`config.mk`:
```
export PLATFORM = sky130hd
export DESIGN_NAME = faultConfineTop
export DESIGN_NICKNAME = d
export VERILOG_FILES = /design/src/rtl/faultConfinePkg.sv /design/src/rtl/errCounter.sv /design/src/rtl/runCounter.sv /design/src/rtl/errCountPath.sv /design/src/rtl/faultCtrl.sv /design/src/rtl/faultConfineTop.sv
export SDC_FILE = /design/constraint.sdc
export NUM_CORES = 1
export LEC_CHECK = 0
export BUFFER_PORTS_ARGS = -buffer_cell sky130_fd_sc_hd__buf_2
export CAP_MARGIN = 5
export CORE_MARGIN = 1
export CORE_UTILIZATION = 55
export DETAILED_ROUTE_END_ITERATION = 12
export MAX_ROUTING_LAYER = met4
export PLACE_DENSITY = 0.87
export SYNTH_ARGS = -nofsm -noshare
export SYNTH_HDL_FRONTEND = slang
export SYNTH_SLANG_ARGS = --single-unit
```
`constraint.sdc`:
```
create_clock -name clk -period 3.4 [get_ports clk]
set_input_delay 0.34 -clock clk [delete_from_list [all_inputs] [get_ports clk]]
set_output_delay 0.34 -clock clk [all_outputs]
set_load 0.02 [all_outputs]
```
`src/rtl/faultConfinePkg.sv`:
```
package faultConfinePkg;

  typedef enum logic [1:0] {
    ST_ACTIVE  = 2'b00,
    ST_WARN    = 2'b01,
    ST_PASSIVE = 2'b10,
    ST_BUSOFF  = 2'b11
  } nodeState_e;

  typedef struct packed {
    logic freeze;
    logic clearAll;
    logic runEnable;
  } ctrlStrobes_t;

endpackage

```
`src/rtl/errCounter.sv`:
```
module errCounter #(
  parameter int W    = 8,
  parameter int STEP = 1
) (
  input  logic         clk,
  input  logic         rstN,
  input  logic         clear,
  input  logic         hold,
  input  logic         up,
  input  logic         down,
  output logic [W-1:0] cnt
);
  localparam int SUM_W = W + $clog2(STEP + 1) + 1;
  localparam logic [SUM_W-1:0] MAX_V = SUM_W'((64'd1 << W) - 64'd1);
  localparam logic [SUM_W-1:0] STEP_V = SUM_W'(STEP);

  logic [SUM_W-1:0] sum;

  always_comb begin
    sum = SUM_W'(cnt);
    if (up) sum = sum + STEP_V;
    if (down && sum != '0) sum = sum - SUM_W'(1);
    if (sum > MAX_V) sum = MAX_V;
  end

  always_ff @(posedge clk or negedge rstN) begin
    if (!rstN)      cnt <= '0;
    else if (clear) cnt <= '0;
    else if (!hold) cnt <= sum[W-1:0];
  end
endmodule

```
`src/rtl/runCounter.sv`:
```
module runCounter #(
  parameter int RUN_BITS      = 11,
  parameter int RECOVERY_RUNS = 128
) (
  input  logic clk,
  input  logic rstN,
  input  logic enable,
  input  logic bitStrobe,
  input  logic rxBit,
  output logic done
);
  localparam int LEN_W = $clog2(RUN_BITS + 1);
  localparam int CNT_W = $clog2(RECOVERY_RUNS + 1);
  localparam logic [LEN_W-1:0] LAST_BIT = LEN_W'(RUN_BITS - 1);
  localparam logic [CNT_W-1:0] ALL_RUNS = CNT_W'(RECOVERY_RUNS);

  logic [LEN_W-1:0] runLen;
  logic [CNT_W-1:0] runCnt;

  assign done = (runCnt == ALL_RUNS);

  always_ff @(posedge clk or negedge rstN) begin
    if (!rstN) begin
      runLen <= '0;
      runCnt <= '0;
    end else if (!enable) begin
      runLen <= '0;
      runCnt <= '0;
    end else if (bitStrobe && !done) begin
      if (!rxBit) begin
        runLen <= '0;
      end else if (runLen == LAST_BIT) begin
        runLen <= '0;
        runCnt <= runCnt + CNT_W'(1);
      end else begin
        runLen <= runLen + LEN_W'(1);
      end
    end
  end
endmodule

```
`src/rtl/errCountPath.sv`:
```
module errCountPath
  import faultConfinePkg::*;
#(
  parameter int TEC_W         = 9,
  parameter int REC_W         = 8,
  parameter int TX_STEP       = 8,
  parameter int RX_STEP       = 1,
  parameter int OFF_LIMIT     = 256,
  parameter int RUN_BITS      = 11,
  parameter int RECOVERY_RUNS = 128
) (
  input  logic             clk,
  input  logic             rstN,
  input  logic             txErr,
  input  logic             txOk,
  input  logic             rxErr,
  input  logic             rxOk,
  input  logic             rxBit,
  input  logic             bitStrobe,
  input  ctrlStrobes_t     strobes,
  output logic [TEC_W-1:0] tecQ,
  output logic [REC_W-1:0] recQ,
  output logic             recovDone
);
  localparam logic [TEC_W-1:0] OFF_V = TEC_W'(OFF_LIMIT);

  logic hold;
  assign hold = strobes.freeze | (tecQ >= OFF_V);

  errCounter #(.W(TEC_W), .STEP(TX_STEP)) u_tec (
    .clk(clk), .rstN(rstN), .clear(strobes.clearAll), .hold(hold),
    .up(txErr), .down(txOk), .cnt(tecQ)
  );

  errCounter #(.W(REC_W), .STEP(RX_STEP)) u_rec (
    .clk(clk), .rstN(rstN), .clear(strobes.clearAll), .hold(hold),
    .up(rxErr), .down(rxOk), .cnt(recQ)
  );

  runCounter #(.RUN_BITS(RUN_BITS), .RECOVERY_RUNS(RECOVERY_RUNS)) u_run (
    .clk(clk), .rstN(rstN), .enable(strobes.runEnable && !strobes.clearAll),
    .bitStrobe(bitStrobe), .rxBit(rxBit), .done(recovDone)
  );
endmodule

```
`src/rtl/faultCtrl.sv`:
```
module faultCtrl
  import faultConfinePkg::*;
#(
  parameter int TEC_W      = 9,
  parameter int REC_W      = 8,
  parameter int WARN_LIMIT = 96,
  parameter int PASS_LIMIT = 128,
  parameter int OFF_LIMIT  = 256
) (
  input  logic             clk,
  input  logic             rstN,
  input  logic [TEC_W-1:0] tecVal,
  input  logic [REC_W-1:0] recVal,
  input  logic             recovDone,
  input  logic             haltWrEn,
  input  logic             haltWrData,
  input  logic             flagClr,
  input  logic             intEn,
  output nodeState_e       stateQ,
  output logic             haltQ,
  output logic             flagQ,
  output logic             irq,
  output ctrlStrobes_t     strobes
);
  localparam logic [TEC_W-1:0] T_WARN = TEC_W'(WARN_LIMIT);
  localparam logic [TEC_W-1:0] T_PASS = TEC_W'(PASS_LIMIT);
  localparam logic [TEC_W-1:0] T_OFF  = TEC_W'(OFF_LIMIT);
  localparam logic [REC_W-1:0] R_WARN = REC_W'(WARN_LIMIT);
  localparam logic [REC_W-1:0] R_PASS = REC_W'(PASS_LIMIT);

  nodeState_e level, stateNext;
  logic inBusOff, entering;

  always_comb begin
    if (tecVal >= T_OFF)                          level = ST_BUSOFF;
    else if (tecVal >= T_PASS || recVal >= R_PASS) level = ST_PASSIVE;
    else if (tecVal >= T_WARN || recVal >= R_WARN) level = ST_WARN;
    else                                           level = ST_ACTIVE;
  end

  assign inBusOff = (stateQ == ST_BUSOFF);

  always_comb begin
    if (inBusOff) stateNext = recovDone ? ST_ACTIVE : ST_BUSOFF;
    else          stateNext = level;
  end

  assign entering = !inBusOff && (stateNext == ST_BUSOFF);

  always_comb begin
    strobes.freeze    = inBusOff;
    strobes.runEnable = inBusOff && !haltQ;
    strobes.clearAll  = inBusOff && recovDone;
  end

  always_ff @(posedge clk or negedge rstN) begin
    if (!rstN) begin
      stateQ <= ST_ACTIVE;
      haltQ  <= 1'b0;
      flagQ  <= 1'b0;
    end else begin
      stateQ <= stateNext;
      if (entering)      haltQ <= 1'b1;
      else if (haltWrEn) haltQ <= haltWrData;
      if (stateNext != stateQ) flagQ <= 1'b1;
      else if (flagClr)        flagQ <= 1'b0;
    end
  end

  assign irq = flagQ & intEn;
endmodule

```
`src/rtl/faultConfineTop.sv`:
```
module faultConfineTop
  import faultConfinePkg::*;
#(
  parameter int TEC_W         = 9,
  parameter int REC_W         = 8,
  parameter int TX_STEP       = 8,
  parameter int RX_STEP       = 1,
  parameter int WARN_LIMIT    = 96,
  parameter int PASS_LIMIT    = 128,
  parameter int OFF_LIMIT     = 256,
  parameter int RUN_BITS      = 11,
  parameter int RECOVERY_RUNS = 128
) (
  input  logic             clk,
  input  logic             rstN,
  input  logic             txErr,
  input  logic             txOk,
  input  logic             rxErr,
  input  logic             rxOk,
  input  logic             rxBit,
  input  logic             bitStrobe,
  input  logic             haltWrEn,
  input  logic             haltWrData,
  input  logic             flagClr,
  input  logic             intEn,
  output logic [1:0]       stateCode,
  output logic             busOff,
  output logic             haltRd,
  output logic [TEC_W-1:0] tecVal,
  output logic [REC_W-1:0] recVal,
  output logic             transFlag,
  output logic             irq
);
  ctrlStrobes_t strobes;
  nodeState_e   stateQ;
  logic         recovDone;

  errCountPath #(
    .TEC_W(TEC_W), .REC_W(REC_W), .TX_STEP(TX_STEP), .RX_STEP(RX_STEP),
    .OFF_LIMIT(OFF_LIMIT), .RUN_BITS(RUN_BITS), .RECOVERY_RUNS(RECOVERY_RUNS)
  ) u_path (
    .clk(clk), .rstN(rstN), .txErr(txErr), .txOk(txOk), .rxErr(rxErr),
    .rxOk(rxOk), .rxBit(rxBit), .bitStrobe(bitStrobe), .strobes(strobes),
    .tecQ(tecVal), .recQ(recVal), .recovDone(recovDone)
  );

  faultCtrl #(
    .TEC_W(TEC_W), .REC_W(REC_W), .WARN_LIMIT(WARN_LIMIT),
    .PASS_LIMIT(PASS_LIMIT), .OFF_LIMIT(OFF_LIMIT)
  ) u_ctrl (
    .clk(clk), .rstN(rstN), .tecVal(tecVal), .recVal(recVal),
    .recovDone(recovDone), .haltWrEn(haltWrEn), .haltWrData(haltWrData),
    .flagClr(flagClr), .intEn(intEn), .stateQ(stateQ), .haltQ(haltRd),
    .flagQ(transFlag), .irq(irq), .strobes(strobes)
  );

  assign stateCode = stateQ;
  assign busOff    = (stateQ == ST_BUSOFF);
endmodule

```
==> results.md, run 1 <==
- Die Area: around 5000 µm²
- R2R cell count: 9
- Seq/Total Area, Yosys: 0.319
- Largest net degree at the start of global routing: 34
- Dpl cells: 370
- Core area: around 4400 µm²
- Layout area overhead: 9.19%
- Unrepaired setup endpoints after global routing: false
- Initial antenna violation count: 0
- Most used cell, CP: ha_1
- Worst setup EP type: flop
- Syn. warnings: 0
- Worst Path Required: around 3.6 ns
- Ys flop type: dfrtp_1
- Post-CTS Setup Bufs: 0
- Worst slew pin tran: ~0.84 ns
- CP max-delay cell: dfrtp_1
- CTS Buf Count: 5
- Delay of the slowest critical-path stage: 0.54 ns
- TritonRoute pass-1 iters: 8
- Vias/cell: slightly above 6
- Filler cell count: 382
- Register-to-register setup slack: 0.53 ns
- Fin crit period: roughly 2.9 ns
- Initial Util: 0.582
- DRC viols: 6
- Worst path arrival time: between 3 and 4 ns
- Worst-path clk slew: approximately 0.07 ns
- Post-synth net total: 321
- Share of layout cells above drive strength 1: 0.172
- Non-filler instance count after layout: around 380
- Skew-Pair Late Insertion Delay: 0.28 ns
- Mapped Area: ~2600 µm²
- Seq. cell area: just over 800 µm²
- CP bufs+invs: 1
- Syn Area/Cell: 8.65 µm²
- Setup TNS: 0 ns
- Max-cap violation count: 0
- Hold Crit Class: in -> async
- Relative slew slack: 0.436
- Final Hold Fails: 0
- Routed WL: between 5000 and 6000 µm
- Ys async rst share: 1.00
- CTS tree: built
- Via Count: 2329
- Die W: roughly 70 µm
- Ports: 35
- # port buffers: 34
- Post-CTS Hold Buffers: 0
- # diodes: 0
- Crit. Startpoint: u_path.u_rec.cnt[0]
- Synthesized netlist cell count: between 200 and 300
- Number of gates resized after CTS: 0
- Max Slew Vio Count: 0
- Most frequent cells in the layout: 34 x buf_2, 33 x dfrtp_1, 29 x nand2_1, 26 x nor2_1, 18 x a21oi_1
- GP Congestion: between 0.9 and 1
- Root Driver: clkbuf_8
- Drt wl/cell: between 15 and 20 µm
- Most common cell after layout, fill and taps aside: buf_2
- GRT overflow: 0
- Final period util: 0.844
- Yosys reg bits: 33
- Yosys cell types: 66
- Final setup vio count: 0
- Status: finished, violations left
- First-pass GRT wire length: around 9700 µm
- Die Y-Extent: approximately 71 µm
- Yosys top cell area share: 0.319
- Synth area leaders: dfrtp_1 32%, ha_1 4.8%, nand2_1 4.2%
- CTS HTree Levels: 2
- Clk sinks: 33
- Leading area contributor after synthesis: dfrtp_1
- Fin Clk Skew: between 0.008 and 0.009 ns
- Post-DP HPWL: 4130 µm
- Nets: between 300 and 400
- Rows: 24
- Max VDD drop: roughly 430 µV
- Worst reg2reg startpoint: u_path.u_rec.cnt[0]
- Top Family by Delay on Critical Path: compound AO/OA/AOI/OAI gates
- Bufs on Longest Clock Path: 2
- Multi-input gate area: between 1500 and 2000 µm²
- Cell area power density: 663 nW/µm²
- Gr usage total: 0.251
- Detailed Route Iter0 Violations: 139
- Critical Path Start Type: flop
- Antenna-violating nets left: 0
- Fmax: between 300 and 400 MHz
- Vias in the first global route: ~2100
- Total power: between 1.5 and 2 mW
- Final instance area: 2820 µm²
- Worst R2R End: u_path.u_rec.cnt[7]
- Failing checks: design-rule violations
- CP Max Fanout: 11
- Post-synth EDFFs: 0
- Worst Path Class, Setup: reg -> reg
- WHS: 0.118 ns
- Pleak: around 1.2 nW
- Critical-path cell list: inv_1, ha_1, mux2i_1, ha_1, and2_1, a2111o_1, and2_4, and4_1, a2111oi_2
- Area post-placement: 2740 µm²
registers in the layout, summed over array words and instances (netlist names):
| register | count |
|---|---|
| u_path.u_run.runLen | 4 |
| u_path.u_tec.cnt | 9 |
| u_path.u_rec.cnt | 8 |
| u_ctrl.haltQ | 1 |
| u_path.u_run.runCnt | 8 |
| u_ctrl.flagQ | 1 |
| u_ctrl.stateQ | 2 |
worst max-delay path by stage:
stage | end | slack [ns] | cells after the start
2_1_floorplan | u_path.u_rec.cnt[7] | 0.66 | 10
3_3_place_gp | u_path.u_rec.cnt[7] | 0.71 | 9
3_5_place_dp | u_path.u_rec.cnt[7] | 0.57 | 9
4_1_cts | u_path.u_rec.cnt[7] | 0.55 | 9
5_1_grt | u_path.u_rec.cnt[7] | 0.39 | 9
6_report | u_path.u_rec.cnt[7] | 0.53 | 9
metrics by stage:
step,utilization,setup slack [ns]
3_3_place_gp,0.617,0.708
6_report,0.635,0.531
2_1_floorplan,-,0.665
5_1_grt,0.635,0.389
4_1_cts,0.635,0.550
3_5_place_dp,0.617,0.568
per-layer routing:
metal / wire, µm / track usage
met3: 248 / 0.0342
met5: 0 / -
met4: 70 / 0.0778
met1: 2600 / 0.320
met2: 2770 / 0.416
cell families after synthesis:
kind of cell / share of synthesized area
adder cells (fa/ha/maj): 0.0484
AND/OR/NAND/NOR: 0.253
AO/OA/AOI/OAI: 0.232
flip-flops: 0.319
buffers and inverters: 0.0513
multiplexers: 0.0353
XOR/XNOR: 0.0610
power breakdown:
group          switching [mW]  internal [mW]  total [mW]
registers               0.199          0.481       0.680
clock network           0.145          0.142       0.287
logic                   0.546          0.359       0.905
cell usage after synthesis (2+ instances only):
library cell  instances
a31oi_1               3
xnor2_1              11
nor2_1               26
mux2i_1               8
a41o_1                2
nand3b_1              3
a211oi_1              3
o21ai_1               4
o21ai_0              14
buf_2                 7
nor2b_1               2
nand2_1              29
nor4_1                2
a32o_1                2
and3_1                7
or3_1                 5
nor3_1                6
buf_4                 2
nand4b_1              2
o31ai_1               3
a2111oi_2             2
xor2_1                7
clkbuf_1              4
a31o_1                2
nand3_1              10
and2_1                7
dfrtp_1              33
inv_1                14
o21ba_1               2
ha_1                 10
a22oi_1               2
and4_1                4
o211ai_1              3
a41oi_1               2
a21oi_1              18
nand4_1               3
nor3b_1               6
final cells by class:
type / instances / area share
Inverter: 14 / 0.0186
Clock inverter: 2 / 0.00354
Multi-Input combinational cell: 237 / 0.576
Tap cell: 52 / 0.0230
Sequential cell: 33 / 0.292
Timing Repair Buffer: 34 / 0.0603
Clock buffer: 6 / 0.0257
No activity file was read; power rests on OpenSTA's default activity.
==> run 2, diff against run 1 <==
--- a/config.mk
+++ b/config.mk
@@ -5,10 +5,11 @@
 export SDC_FILE = /design/constraint.sdc
 export NUM_CORES = 1
 export LEC_CHECK = 0
+export ABC_AREA = 1
 export BUFFER_PORTS_ARGS = -buffer_cell sky130_fd_sc_hd__buf_2
 export CAP_MARGIN = 5
 export CORE_MARGIN = 1
-export CORE_UTILIZATION = 55
+export CORE_UTILIZATION = 53
 export DETAILED_ROUTE_END_ITERATION = 12
 export MAX_ROUTING_LAYER = met4
 export PLACE_DENSITY = 0.87
==> constraint.sdc (replaced) <==
create_clock -name clk -period 2.34 [get_ports clk]
set_input_delay 0.234 -clock clk [delete_from_list [all_inputs] [get_ports clk]]
set_output_delay 0.234 -clock clk [all_outputs]
set_load 0.02 [all_outputs]
==> results.md, run 2 <==
- Status: complete, no violations
- Ports: 35
- WHS: 0.000497 ns
- Detailed Route Iter0 Violations: around 180
- GP Congestion: 0.998
- Largest register FFs: 9
- Reg power frac: 0.435
- Routed WL: ~6500 µm
- Post-synth net total: between 400 and 500
- Net Sw Power: between 300 and 400 µW
- Combinational share of power: 0.143
- Non-filler instance count after layout: approximately 540
- Worst setup EP type: flop
- Worst slew pin tran: around 0.74 ns
- Layout area overhead: 15.2%
- First-pass GRT wire length: about 11000 µm
- Fin crit period: ~2.2 ns
- Ys flop type: dfrtp_1
- Bufs on Longest Clock Path: 2
- Nets: 491
- Ys async rst share: 1.00
- Sw Ratio: 0.261
- Final Hold Fails: 0
- Setup TNS: 0 ns
- Seq/Total Area, Yosys: 0.302
- Post-DP HPWL: 4760 µm
- Synthesized netlist cell count: between 400 and 500
- Worst path arrival time: ~2.4 ns
- CTS tree: built
- CTS HTree Levels: 2
- Gr usage total: 0.258
- Met2 wire len: roughly 3200 µm
- Met3 WL: roughly 300 µm
- Most common cell after layout, fill and taps aside: nand2_1
- Share of layout cells above drive strength 1: 0.164
- Most frequent cells in the layout: 163 x nand2_1, 56 x inv_1, 39 x nand3_1, 34 x buf_2, 33 x dfrtp_1
- Fin Clk Skew: around 0.0062 ns
- Max-cap violation count: 0
- Core area: just under 5000 µm²
- Final setup vio count: 0
- Final period util: 0.947
- Die Y-Extent: around 74 µm
- GRT overflow: 0
- Fmax: about 450 MHz
- Critical Path Start Type: flop
- Worst-path clk slew: 0.07 ns
- Max VDD drop: approximately 340 µV
- Top-count cell post-synth: nand2_1
- CP Max Fanout: 7
- Yosys cell types: 27
- Syn Area/Cell: around 6.4 µm²
- Final core occ: 0.650
- Drt wl/cell: between 10 and 15 µm
- Rows: 25
- Worst Path Required: about 2.5 ns
- Relative slew slack: 0.505
- TritonRoute pass-1 iters: 5
- Initial Util: 0.564
- Skew-Pair Late Insertion Delay: between 0.2 and 0.3 ns
- Regs by FF count: u_path.u_tec.cnt x9, u_path.u_rec.cnt x8, u_path.u_run.runCnt x8
- Most flop-heavy register: u_path.u_tec.cnt
- Vias in the first global route: between 2000 and 3000
- Unrepaired setup endpoints after global routing: true
- Mapped Area: approximately 2700 µm²
- Initial antenna violation count: 0
- Wire length on met1: between 2000 and 3000 µm
- Yosys reg bits: 33
- Synth area leaders: dfrtp_1 30%, nand2_1 23%, inv_1 7.7%
- Synth top cells by count: 165 x nand2_1, 56 x inv_1, 39 x nand3_1
- # port buffers: 34
- Largest net degree at the start of global routing: 34
- Antenna-violating nets left: 0
- Cell area power density: about 420 nW/µm²
- Max Slew Vio Count: 0
- # diodes: 0
- Yosys top cell area share: 0.302
- DRC viols: 0
- Share of total power in the clock network: 0.422
- Top Metal Used: met4
- Total power: about 1.3 mW
- Syn. warnings: 0
- Worst Path Class, Setup: reg -> reg
- Vias/cell: 5.28
- Dpl cells: 527
- CTS Buf Count: 5
- Internal power: a little under 1 mW
- Root Driver: clkbuf_8
- Leading area contributor after synthesis: dfrtp_1
- Hold Crit Class: in -> async
- Clk sinks: 33
- Die Area: roughly 5400 µm²
- Filler cell count: around 420
- Post-synth EDFFs: 0
- Pleak: approximately 1.8 nW
- Via Count: 2838
- Die W: roughly 74 µm
[run 2: changes by cell type in the layout (fill, tap and decap cells not counted), moves of 6 or more]
| cell | previous run | this run |
|---|---|---|
| nand2_2 | 0 | 12 |
| nor3b_1 | 6 | 0 |
| nand2_1 | 29 | 163 |
| nand4_1 | 3 | 16 |
| mux2i_1 | 8 | 2 |
| buf_4 | 0 | 6 |
| nand3_1 | 10 | 39 |
| a21oi_1 | 18 | 7 |
| and3_1 | 7 | 1 |
| inv_1 | 14 | 56 |
| and2_1 | 7 | 0 |
[run 2: final cells by class]
| cell class | count | area (µm²) | area share |
|---|---|---|---|
| Multi-Input combinational cell | 332 | 1690 | 0.538 |
| Clock inverter | 1 | 30.0 | 0.00954 |
| Tap cell | 67 | 83.8 | 0.0266 |
| Inverter | 57 | 214 | 0.0679 |
| Clock buffer | 7 | 86.3 | 0.0274 |
| Timing Repair Buffer | 40 | 215 | 0.0683 |
| Sequential cell | 33 | 826 | 0.262 |
[run 2: critical path, cell delays in order (launching register included)]
cell and delay [ns]:
dfrtp_1 0.43, inv_1 0.09, ha_1 0.30, inv_1 0.05
nand2_1 0.06, nand2_2 0.12, ha_2 0.21, inv_1 0.08
nor2_2 0.13, nand3_1 0.11, nand2_1 0.07, nand2_1 0.08
nand2_4 0.10, nand3_1 0.09, o21bai_1 0.13, nand2_1 0.06
[run 2: metrics by stage]
stage,setup slack [ns],cell area [µm²]
3_3_place_gp,0.225,2990
3_5_place_dp,0.0920,2990
6_report,0.124,3150
4_1_cts,0.0715,3110
2_1_floorplan,0.213,2730
5_1_grt,-0.0458,3150
[run 2: kinds of logic after synthesis]
kind of cell,count (synthesis),share of synthesized area
adder cells (fa/ha/maj),10,0.0458
AND/OR/NAND/NOR,281,0.461
multiplexers,2,0.00733
AO/OA/AOI/OAI,23,0.0462
buffers and inverters,62,0.0865
XOR/XNOR,16,0.0513
flip-flops,33,0.302
[run 2: metal layers]
metal | up-vias | track usage
met5 | - | -
met4 | 0 | 0.113
met3 | 13 | 0.0274
met2 | 95 | 0.427
met1 | 1302 | 0.318
li1 | 1428 | -
[run 2: power by group through the flow]
stage / Sequential (mW) / Clock (mW) / Combinational [mW]
floorplan: 0.590 / 0 / 0.128
global placement: 0.588 / 0 / 0.179
detailed placement: 0.589 / 0 / 0.183
CTS: 0.578 / 0.567 / 0.185
global route: 0.578 / 0.589 / 0.213
finish: 0.578 / 0.561 / 0.189
[run 2: final timing paths]
path / start / endpoint / slack (ns) / cells after the start
worst min-delay path: rstN / u_path.u_run.runLen[3] / 0.0005 / 1
worst max-delay path: u_path.u_rec.cnt[0] / u_path.u_rec.cnt[6] / 0.12 / 15
worst min register to register: u_path.u_tec.cnt[1] / u_path.u_tec.cnt[1] / 0.53 / 2
max in group asynchronous: rstN / u_path.u_run.runCnt[7] / 1.85 / 1
min in group clk: flagClr / u_ctrl.flagQ / 0.14 / 2
worst max register to register: u_path.u_rec.cnt[0] / u_path.u_rec.cnt[6] / 0.12 / 15
[run 2: timing repair]
action | CTS | global route
buffers inserted | 0 | 2
gates resized for setup | 0 | 6
setup endpoints to repair | 0 | 16
hold buffers | 0 | 0
==> run 3, diff against run 2 <==
--- a/config.mk
+++ b/config.mk
@@ -9,10 +9,12 @@
 export BUFFER_PORTS_ARGS = -buffer_cell sky130_fd_sc_hd__buf_2
 export CAP_MARGIN = 5
 export CORE_MARGIN = 1
-export CORE_UTILIZATION = 53
+export CORE_UTILIZATION = 55
+export CTS_BUF_LIST = sky130_fd_sc_hd__clkbuf_4
 export DETAILED_ROUTE_END_ITERATION = 12
+export GPL_ROUTABILITY_DRIVEN = 0
 export MAX_ROUTING_LAYER = met4
-export PLACE_DENSITY = 0.87
+export PLACE_DENSITY = 0.79
 export SYNTH_ARGS = -nofsm -noshare
 export SYNTH_HDL_FRONTEND = slang
 export SYNTH_SLANG_ARGS = --single-unit
==> results.md, run 3 (synthesis results as in run 2) <==
- Status: complete, no violations
- Total power: about 1.1 mW
- # diodes: 0
- TritonRoute pass-1 iters: 4
- Final setup vio count: 0
- Most flop-heavy register: u_path.u_tec.cnt
- Net Sw Power: 334 µW
- Antenna-violating nets left: 0
- Largest register FFs: 9
- First-pass GRT wire length: 10200 µm
- Initial antenna violation count: 0
- Critical Path Start Type: flop
- Dpl cells: 525
- Fin crit period: around 2.1 ns
- Internal power: between 700 and 800 µW
- Non-filler instance count after layout: ~530
- Final core occ: 0.645
- Bufs on Longest Clock Path: 2
- Worst slew pin tran: 0.741 ns
- Share of total power in the clock network: 0.286
- Gr usage total: 0.255
- Relative slew slack: 0.506
- Die W: between 70 and 80 µm
- CTS HTree Levels: 2
- Pleak: approximately 1.7 nW
- Ports: 35
- Clk sinks: 33
- Root Driver: clkbuf_4
- Worst Path Class, Setup: reg -> reg
- Final period util: 0.909
- GRT overflow: 0
- Worst path arrival time: 2.37 ns
- Initial Util: 0.575
- Worst setup EP type: flop
- Rows: 25
- Unrepaired setup endpoints after global routing: true
- Die Y-Extent: just over 70 µm
- Worst Path Required: between 2 and 3 ns
- Combinational share of power: 0.176
- CTS tree: built
- Largest net degree at the start of global routing: 34
- Regs by FF count: u_path.u_tec.cnt x9, u_path.u_rec.cnt x8, u_path.u_run.runCnt x8
- Most frequent cells in the layout: 163 x nand2_1, 56 x inv_1, 39 x nand3_1, 34 x buf_2, 32 x dfrtp_1
- Reg power frac: 0.538
- CP Max Fanout: 9
- Met1 GRT Util: 0.318
- DRC viols: 0
- Nets: between 400 and 500
- Met2 Use GR: 0.415
- Met3 usage: 0.0431
- Sw Ratio: 0.311
- Drt wl/cell: 11.7 µm
- Vias/cell: 5.10
- Routed WL: between 6000 and 7000 µm
- Skew-Pair Late Insertion Delay: roughly 0.35 ns
- Final instance area: 3070 µm²
- Hold Crit Class: in -> reg
- Final Hold Fails: 0
- Most common cell after layout, fill and taps aside: nand2_1
- Share of layout cells above drive strength 1: 0.161
- Most used routing layer: met2
- Max-cap violation count: 0
- Die Area: ~5300 µm²
- Vias in the first global route: approximately 2300
- Max VDD drop: about 390 µV
- Area post-placement: ~3000 µm²
- # port buffers: 34
- Post-DP HPWL: 4680 µm
- Worst-path clk slew: 0.11 ns
- Core area: around 4800 µm²
- Detailed Route Iter0 Violations: roughly 160
- CTS Buf Count: 5
- Max Slew Vio Count: 0
- Layout area overhead: 12.2%
- Via Count: around 2700
- Fmax: around 470 MHz
- Cell area power density: roughly 350 nW/µm²
- Fin Clk Skew: 0.0221 ns
## run 3: cell count changes in the layout (fill, tap and decap cells not counted), sizes merged
cell,change
buf,-3
bufinv,-1
clkbuf,-2
clkinv,+1
dlygate4sd3,+1
## run 3: worst max-delay path: stages, from the launching register on
cell,delay (ns)
dfrtp_2,0.46
ha_1,0.23
nand2_2,0.10
inv_1,0.06
nand2_1,0.08
nand2_1,0.07
nand2_2,0.13
nand3_2,0.11
nor2_4,0.17
nand2_4,0.10
nand2_4,0.13
nand2_1,0.08
nand2_1,0.10
nand4_1,0.09
nand2_1,0.07
nand2_1,0.05
## run 3: final cells by class
cell class | count | area [µm²]
Tap cell | 67 | 83.8
Clock buffer | 5 | 37.5
Multi-Input combinational cell | 332 | 1700
Timing Repair Buffer | 38 | 203
Sequential cell | 33 | 827
Inverter | 57 | 214
Fill cell | 471 | 1690
Clock inverter | 1 | 5.00
## run 3: final timing paths
path	depth (start not counted)	slack [ns]	from	endpoint
setup / recovery	15	0.21	u_path.u_rec.cnt[0]	u_path.u_rec.cnt[7]
hold / removal	2	0.09	flagClr	u_ctrl.flagQ
setup reg to reg	15	0.21	u_path.u_rec.cnt[0]	u_path.u_rec.cnt[7]
hold reg to reg	1	0.54	u_path.u_run.runLen[0]	u_path.u_run.runLen[0]
max in group asynchronous	2	1.35	rstN	u_path.u_rec.cnt[0]
min in group asynchronous	2	0.48	rstN	u_path.u_tec.cnt[6]
## run 3: per-stage QoR
step	hold slack (ns)	setup slack, ns	setup TNS (ns)
6_report	0.0917	0.212	0
5_1_grt	0.0676	-0.0179	-0.0323
4_1_cts	0.0760	0.101	0
3_5_place_dp	0.344	0.117	0
3_3_place_gp	0.334	0.245	0
2_1_floorplan	-0.0616	0.213	0
## run 3: what timing repair did
item                                   in CTS  in global routing
endpoints found under the hold margin      33                  0
setup endpoints to repair                   0                 16
hold buffers                                1                  0
gates resized for setup                     0                  7
buffers inserted                            0                  1
## run 3: power by group through the flow
stage	clock network, mW	registers [mW]	logic, mW
after global routing	0.336	0.578	0.212
after CTS	0.314	0.578	0.185
final	0.306	0.577	0.189
after floorplan	0	0.590	0.128
after detailed placement	0	0.589	0.183
after global placement	0	0.589	0.181
## run 3: metal layers
metal	share of wire	up-vias
met4	0.021	0
met3	0.045	13
met5	0	-
li1	-	1418
met1	0.46	1216
met2	0.47	70
